[config.mk]
export PLATFORM = sky130hd
export DESIGN_NAME = gpio_atomic_port
export DESIGN_NICKNAME = d
export VERILOG_FILES = /design/src/rtl/gpio_atom_pkg.sv /design/src/rtl/gpio_atom_decode.sv /design/src/rtl/gpio_pin_sync.sv /design/src/rtl/gpio_out_reg.sv /design/src/rtl/gpio_atomic_port.sv
export SDC_FILE = /design/constraint.sdc
export NUM_CORES = 1
export LEC_CHECK = 0
export BUFFER_PORTS_ARGS = -buffer_cell sky130_fd_sc_hd__buf_2
export CAP_MARGIN = 20
export CORE_UTILIZATION = 36
export CTS_CLUSTER_SIZE = 14
export DETAILED_ROUTE_END_ITERATION = 12
export PLACE_DENSITY_LB_ADDON = 0.25
export SYNTH_ARGS = -nofsm -noshare
export SYNTH_HDL_FRONTEND = slang
export SYNTH_SLANG_ARGS = --single-unit
[constraint.sdc]
create_clock -name clk -period 0.8 [get_ports clk]
set_input_delay 0.16 -clock clk [delete_from_list [all_inputs] [get_ports clk]]
set_output_delay 0.16 -clock clk [all_outputs]
set_load 0.02 [all_outputs]
[src/rtl/gpio_atom_pkg.sv]
package gpio_atom_pkg;

    // Register addresses; software depends on these positions.
    localparam int unsigned ADR_ODR    = 0;
    localparam int unsigned ADR_CLR    = 1;
    localparam int unsigned ADR_SETPIN = 2;

    // Operation applied to the output register in a cycle.
    typedef enum logic [1:0] {
        OP_IDLE  = 2'd0,
        OP_LOAD  = 2'd1,
        OP_CLEAR = 2'd2,
        OP_SET   = 2'd3
    } op_e;

    // Read-data source for a cycle.
    typedef enum logic [1:0] {
        SEL_NONE = 2'd0,
        SEL_ODR  = 2'd1,
        SEL_ZERO = 2'd2,
        SEL_PIN  = 2'd3
    } sel_e;

endpackage

[src/rtl/gpio_atom_decode.sv]
module gpio_atom_decode
    import gpio_atom_pkg::*;
#(
    parameter int ADDR_W = 2
) (
    input  logic [ADDR_W-1:0] addr,
    input  logic              we,
    output op_e               op,
    output sel_e              rsel
);

    localparam logic [ADDR_W-1:0] A_ODR = ADDR_W'(ADR_ODR);
    localparam logic [ADDR_W-1:0] A_CLR = ADDR_W'(ADR_CLR);
    localparam logic [ADDR_W-1:0] A_SP  = ADDR_W'(ADR_SETPIN);

    always_comb begin
        op   = OP_IDLE;
        rsel = SEL_NONE;
        if (addr == A_ODR) begin
            rsel = SEL_ODR;
            if (we) op = OP_LOAD;
        end else if (addr == A_CLR) begin
            rsel = SEL_ZERO;
            if (we) op = OP_CLEAR;
        end else if (addr == A_SP) begin
            rsel = SEL_PIN;
            if (we) op = OP_SET;
        end
    end

endmodule

[src/rtl/gpio_pin_sync.sv]
module gpio_pin_sync #(
    parameter int                PORT_W    = 8,
    parameter int                STAGES    = 2,
    parameter logic [PORT_W-1:0] IMPL_MASK = 8'h3E
) (
    input  logic              clk,
    input  logic              rst_n,
    input  logic [PORT_W-1:0] pin_async,
    output logic [PORT_W-1:0] pin_sync
);

    for (genvar b = 0; b < PORT_W; b++) begin : g_bit
        if (IMPL_MASK[b]) begin : g_impl
            logic [STAGES-1:0] chain;
            always_ff @(posedge clk or negedge rst_n) begin
                if (!rst_n) chain <= '0;
                else        chain <= {chain[STAGES-2:0], pin_async[b]};
            end
            assign pin_sync[b] = chain[STAGES-1];
        end else begin : g_rsvd
            assign pin_sync[b] = 1'b0;
        end
    end

endmodule

[src/rtl/gpio_out_reg.sv]
module gpio_out_reg
    import gpio_atom_pkg::*;
#(
    parameter int                PORT_W    = 8,
    parameter logic [PORT_W-1:0] IMPL_MASK = 8'h3E
) (
    input  logic              clk,
    input  logic              rst_n,
    input  op_e               op,
    input  logic [PORT_W-1:0] wdata,
    output logic [PORT_W-1:0] odr
);

    logic [PORT_W-1:0] odr_q, odr_d;

    always_comb begin
        unique case (op)
            OP_IDLE:  odr_d = odr_q;
            OP_LOAD:  odr_d = wdata & IMPL_MASK;
            OP_CLEAR: odr_d = odr_q & (wdata | ~IMPL_MASK);
            OP_SET:   odr_d = odr_q | (wdata & IMPL_MASK);
        endcase
    end

    always_ff @(posedge clk or negedge rst_n) begin
        if (!rst_n) odr_q <= '0;
        else        odr_q <= odr_d;
    end

    assign odr = odr_q;

endmodule

[src/rtl/gpio_atomic_port.sv]
module gpio_atomic_port
    import gpio_atom_pkg::*;
#(
    parameter int                PORT_W    = 8,
    parameter int                ADDR_W    = 2,
    parameter int                SYNC_LEN  = 2,
    parameter logic [PORT_W-1:0] IMPL_MASK = 8'h3E
) (
    input  logic              clk,
    input  logic              rst_n,
    input  logic [ADDR_W-1:0] bus_addr,
    input  logic              bus_we,
    input  logic [PORT_W-1:0] bus_wdata,
    output logic [PORT_W-1:0] bus_rdata,
    input  logic [PORT_W-1:0] pin_in,
    output logic [PORT_W-1:0] pin_out
);

    op_e               cur_op;
    sel_e              cur_sel;
    logic [PORT_W-1:0] odr;
    logic [PORT_W-1:0] pin_view;

    gpio_atom_decode #(.ADDR_W(ADDR_W)) u_dec (
        .addr (bus_addr),
        .we   (bus_we),
        .op   (cur_op),
        .rsel (cur_sel)
    );

    gpio_out_reg #(.PORT_W(PORT_W), .IMPL_MASK(IMPL_MASK)) u_odr (
        .clk   (clk),
        .rst_n (rst_n),
        .op    (cur_op),
        .wdata (bus_wdata),
        .odr   (odr)
    );

    gpio_pin_sync #(.PORT_W(PORT_W), .STAGES(SYNC_LEN), .IMPL_MASK(IMPL_MASK)) u_sync (
        .clk       (clk),
        .rst_n     (rst_n),
        .pin_async (pin_in),
        .pin_sync  (pin_view)
    );

    always_comb begin
        unique case (cur_sel)
            SEL_NONE: bus_rdata = '0;
            SEL_ODR:  bus_rdata = odr;
            SEL_ZERO: bus_rdata = '0;
            SEL_PIN:  bus_rdata = pin_view & IMPL_MASK;
        endcase
    end

    assign pin_out = odr;

endmodule

## Word-level counts from Yosys, hierarchy flattened

Index checks and enable logic that the tools add are counted.

| word-level totals | value |
|---|---|
| bits in registers | 18 |
| input bits | 21 |
| output and inout port bits | 16 |
| word-level logic and storage cells | 31 |

| cells by class | value |
|---|---|
| equal/unequal tests | 8 |
| mux-type cells | 11 |
| bitwise gates (word level) | 2 |
| reductions and logical operators | 4 |

Operator list:

| operator | count |
|---|---|
| 8-bit case mux with 3 select lines | 2 |
| 2-bit two-way mux | 8 |
| 2-bit equality test, second input constant | 5 |
| 8-bit bitwise AND | 1 |
| 8-bit by 6-bit bitwise OR with 8-bit output | 1 |
| 2-bit by 1-bit equality test with 1-bit output, second input constant | 3 |
| 2-bit logical NOT | 3 |
| 2-bit OR reduction | 1 |
| 1-bit two-way mux | 1 |

## Longest topological paths before layout

| logic depth | value |
|---|---|
| word-level depth | 7 |
| depth in mapped cells | 4 |
| depth with buffers taken out | 3 |

## Cells and area by module

Synthesis repeated with hierarchy kept, for this count alone.

| second synthesis, totals | value |
|---|---|
| cells, all modules | 69 |
| area total of the unflattened synthesis | 797.0 sq um |

Modules (own cells, without submodules):

| module | times used | cells an instance | area an instance (sq um) | seq. area each (sq um) |
|---|---|---|---|---|
| gpio_pin_sync | 1 | 19 | 314.1 | 250.2 |
| gpio_out_reg | 1 | 26 | 289.0 | 125.1 |
| gpio_atomic_port | 1 | 15 | 120.1 | 0.0 |
| gpio_atom_decode | 1 | 9 | 73.8 | 0.0 |

## Worst setup path before layout

Ideal clock, no wire load.

| path | value |
|---|---|
| kind | register to output |
| from | reg u_odr.odr_q[1] (netlist: u_odr.odr[1]) |
| to | out bus_rdata[1] |
| arrival | 0.854 ns |
| data required time | 0.640 ns |
| path slack | -0.214 ns |
| stages on the path, launching flop included | 3 |
| buffers on the path | 0 |
| cell sequence | dfrtp_1 > mux2i_1 > nor2_1 |

| between the ends | value |
|---|---|
| longest elaborated chain between the ends | 1 |

Ends and longest elaborated chain:

| item | line | RTL |
|---|---|---|
| start, declared | gpio_out_reg.sv:14 | `logic [PORT_W-1:0] odr_q, odr_d;` |
| start signal, assigned | gpio_out_reg.sv:27 | `else odr_q <= odr_d;` |
| 8-bit case mux with 3 select lines | gpio_atomic_port.sv:47 | `unique case (cur_sel)` |
| end, declared | gpio_atomic_port.sv:14 | `output logic [PORT_W-1:0] bus_rdata,` |

No other way between the ends.

## Final worst setup path

| path | value |
|---|---|
| from | reg u_odr.odr_q[4] (netlist: u_odr.odr[4]) |
| to | out bus_rdata[4] |

Same word-level chain as after synthesis.

==> results.yml <==
placed_design:
  place.gp.congestion: 0.6237
  io_buffer_count: 24
  place_hpwl_um: 729.2
  dp_cells: 93
  placedInstanceArea_um2: 753.2
  place_ws_ns: -0.1532
critical_path:
  cp_cell_sequence: "mux2i_2 > nor2_2 > buf_6"
  cp_top_family: "flip-flops"
  crit_fanout: 2
  reg2reg_from: "u_odr.odr[3]"
  critPathKind: "reg2out"
  slowest_stage: "dfrtp_2"
  regToRegSetupSlack_ns: -0.10
  required_ns: 0.64
  worst-path-buf-inv: 1
  crit_cells: 3
  cp-end-kind: "output port"
  reg2reg_depth: 4
  start_kind: "flip-flop"
  cp.arrival_ns: 1.05
  reg2reg_to: "u_odr.odr[3]"
  slowest_delay_ns: 0.42
cts:
  cts.sinks: 15
  htree_levels: 1
  clock_latency_ns: 0.28
  cts_tree: "yes"
  numCtsBuffers: 3
  clk_pin_slew_ns: 0.09
  cts_buffer_depth: 2
  cts-root-buf: "clkbuf_4"
detailed_routing:
  post_drt_wl_per_cell_um: 10.07
  viasPerCell: 4.317
  dr.pass1.iters: 4
  wl_um: 1047
  detail-route-antenna-nets: 0
  via_count: 449
  post-route-drc-count: 0
  first_iter_violations: 3
final_layout:
  nFillCells: 131
  fin_nets: 110
  final_core_util: 0.6264
  post_route_cells_drive_above_1_share: 0.6136
  postLayoutCellArea_um2: 954.7
  stdcell_count: 104
  area_growth_pct: 60.63
  antenna_cells: 0
power_and_ir_drop:
  vdd_ir_drop_max_v: 0.001165
  p_clk_frac: 0.243
  switching_power_mw: 0.4937
  p_comb_frac: 0.273
  intPower_mw: 1.250
  power_density_nw_per_um2: 1826
  switching_share: 0.2832
  sequentialPowerShare: 0.484
  p_leak_nw: 0.4637
  p_total_mw: 1.743
floorplanning:
  ios: 37
  die_y_um: 42.63
  die_area_um2: 1817
  num_rows: 14
  die_x_um: 42.63
  design.core.area_um2: 1524
  initial_core_util: 0.3900
global_route:
  grt_pass1_wl_um: 1780
  globalRouteMet3Util: 0.03017
  grt_overflow_total: 0
  grt-busiest-layer: "met2"
  antenna_found_initial: 0
  grtUsageMet1: 0.1870
  grt_pass1_vias: 414
  met2_usage: 0.1970
  gr-usage-all-layers: 0.1357
  grt_max_degree: 16
sta:
  clock_skew_ns: 0.0002609
  setup_viol: 12
  tns_ns: -3.624
  post-route-min-period_ns: 1.207
  fmax_ghz: 0.8284
  whs_ns: 0.09326
  hold_violations: 0
  maxSlewViolCount: 0
  rsz0062_at_grt: "true"
  finalCritPeriodShare: 1.509
  final.setup.worst_slack_ns: -0.4072
synth:
  yosysUniqueCellTypes: 9
  synth_commonest_cells: "dfrtp_1 (15), nor2_1 (15), buf_4 (6)"
  async_flop_share: 1.000
  synthCells: 50
  syn_area_um2: 594.3
  avgSynthCellArea_um2: 11.89
  synth-seq-area-share: 0.6316
  ys_seq_elements: 15
  yosysWarnings: 0
  synth_area_leader_cell: "dfrtp_1"
  synth_edf_count: 0
  synth.top_cell.area_share: 0.6316
  synth.top_cells.by_area: "dfrtp_1 (63%), nor2_1 (9.5%), mux2i_1 (8.4%)"
  synth_flop_cell: "dfrtp_1"
flow_run:
  cap_violations: 0
outcome:
  outcome: "complete, but fails checks"
  violations: "negative setup slack"
hold_path:
  hold_path_class: "in2reg"
  min_from: "bus_wdata[2]"
  holdPathEnd: "u_odr.odr[2]"
  holdPathStages: 3
## cells in the final DEF (no fill, tap or decap)
cell           netlist  layout
buf_2                0      14
buf_6                1      14
dfrtp_1             15      10
nor2_1              15       9
nor2_2               0       6
conb_1               1       6
dlygate4sd3_1        0       6
a21oi_2              0       5
dfrtp_2              0       5
mux2i_1              5       3
clkbuf_4             0       3
mux2i_2              0       2
buf_4                6       2
nor2b_4              1       1
nand2b_4             1       1
clkinv_2             0       1
## routing by layer
metal,wire (µm),vias to the layer above
met5,0,-
met4,19,0
met3,49,2
met2,461,19
met1,517,205
li1,-,223
## sequential cells by signal (all words and copies together) (netlist names)
register	cells
u_odr.odr	5
u_sync.g_bit.g_impl.chain	10
## timing repair
action,CTS,global route
hold buffers,6,0
resized for setup,27,6
pin swaps,4,5
setup buffers,1,1
endpoints found under the setup margin,15,15
hold endpoints to repair,20,0
## kinds of logic (layout without fill, tap and decap cells)
family                 count (synthesis)  count (layout)  share of synthesized area
and+or+nand+nor                       17              17                     0.1410
DFF                                   15              15                     0.6316
buffers and inverters                  7              40                    0.09473
AOI/OAI and AO/OA                      5               5                    0.04210
muxes                                  5               5                    0.08421
other                                  1               6                   0.006310
## power by group through the flow
stage / sequential, mW / clock (mW) / combinational (mW)
finish: 0.844 / 0.423 / 0.477
global placement: 0.851 / 0 / 0.338
CTS: 0.840 / 0.443 / 0.464
detailed placement: 0.853 / 0 / 0.342
global route: 0.850 / 0.482 / 0.517
floorplan: 0.898 / 0 / 0.168
## worst register-to-register path: stages (launching register included)
cell and delay, ns:
dfrtp_2 0.41, buf_6 0.12, buf_6 0.10, a21oi_2 0.12
nor2_1 0.05
## how the worst max path moves through the flow
stage | startpoint | end | slack (ns)
after global placement | bus_addr[1] | bus_rdata[2] | -0.14
final | u_odr.odr[4] | bus_rdata[4] | -0.41
after CTS | u_odr.odr[2] | bus_rdata[2] | -0.41
after detailed placement | bus_addr[1] | bus_rdata[2] | -0.15
after global routing | u_odr.odr[3] | bus_rdata[3] | -0.46
after floorplan | u_odr.odr[1] | bus_rdata[1] | -0.1
## layout make-up
cell class | count | area [µm²] | share of cell area
clock buffers | 3 | 22.52 | 0.02359
well taps | 16 | 20.02 | 0.02097
repair buffers | 36 | 302.8 | 0.3172
flip-flops and latches | 15 | 381.6 | 0.3997
clock inverters | 1 | 5.005 | 0.005242
multi-input cells | 33 | 222.7 | 0.2333
No activity file was read; power rests on OpenSTA's default activity.
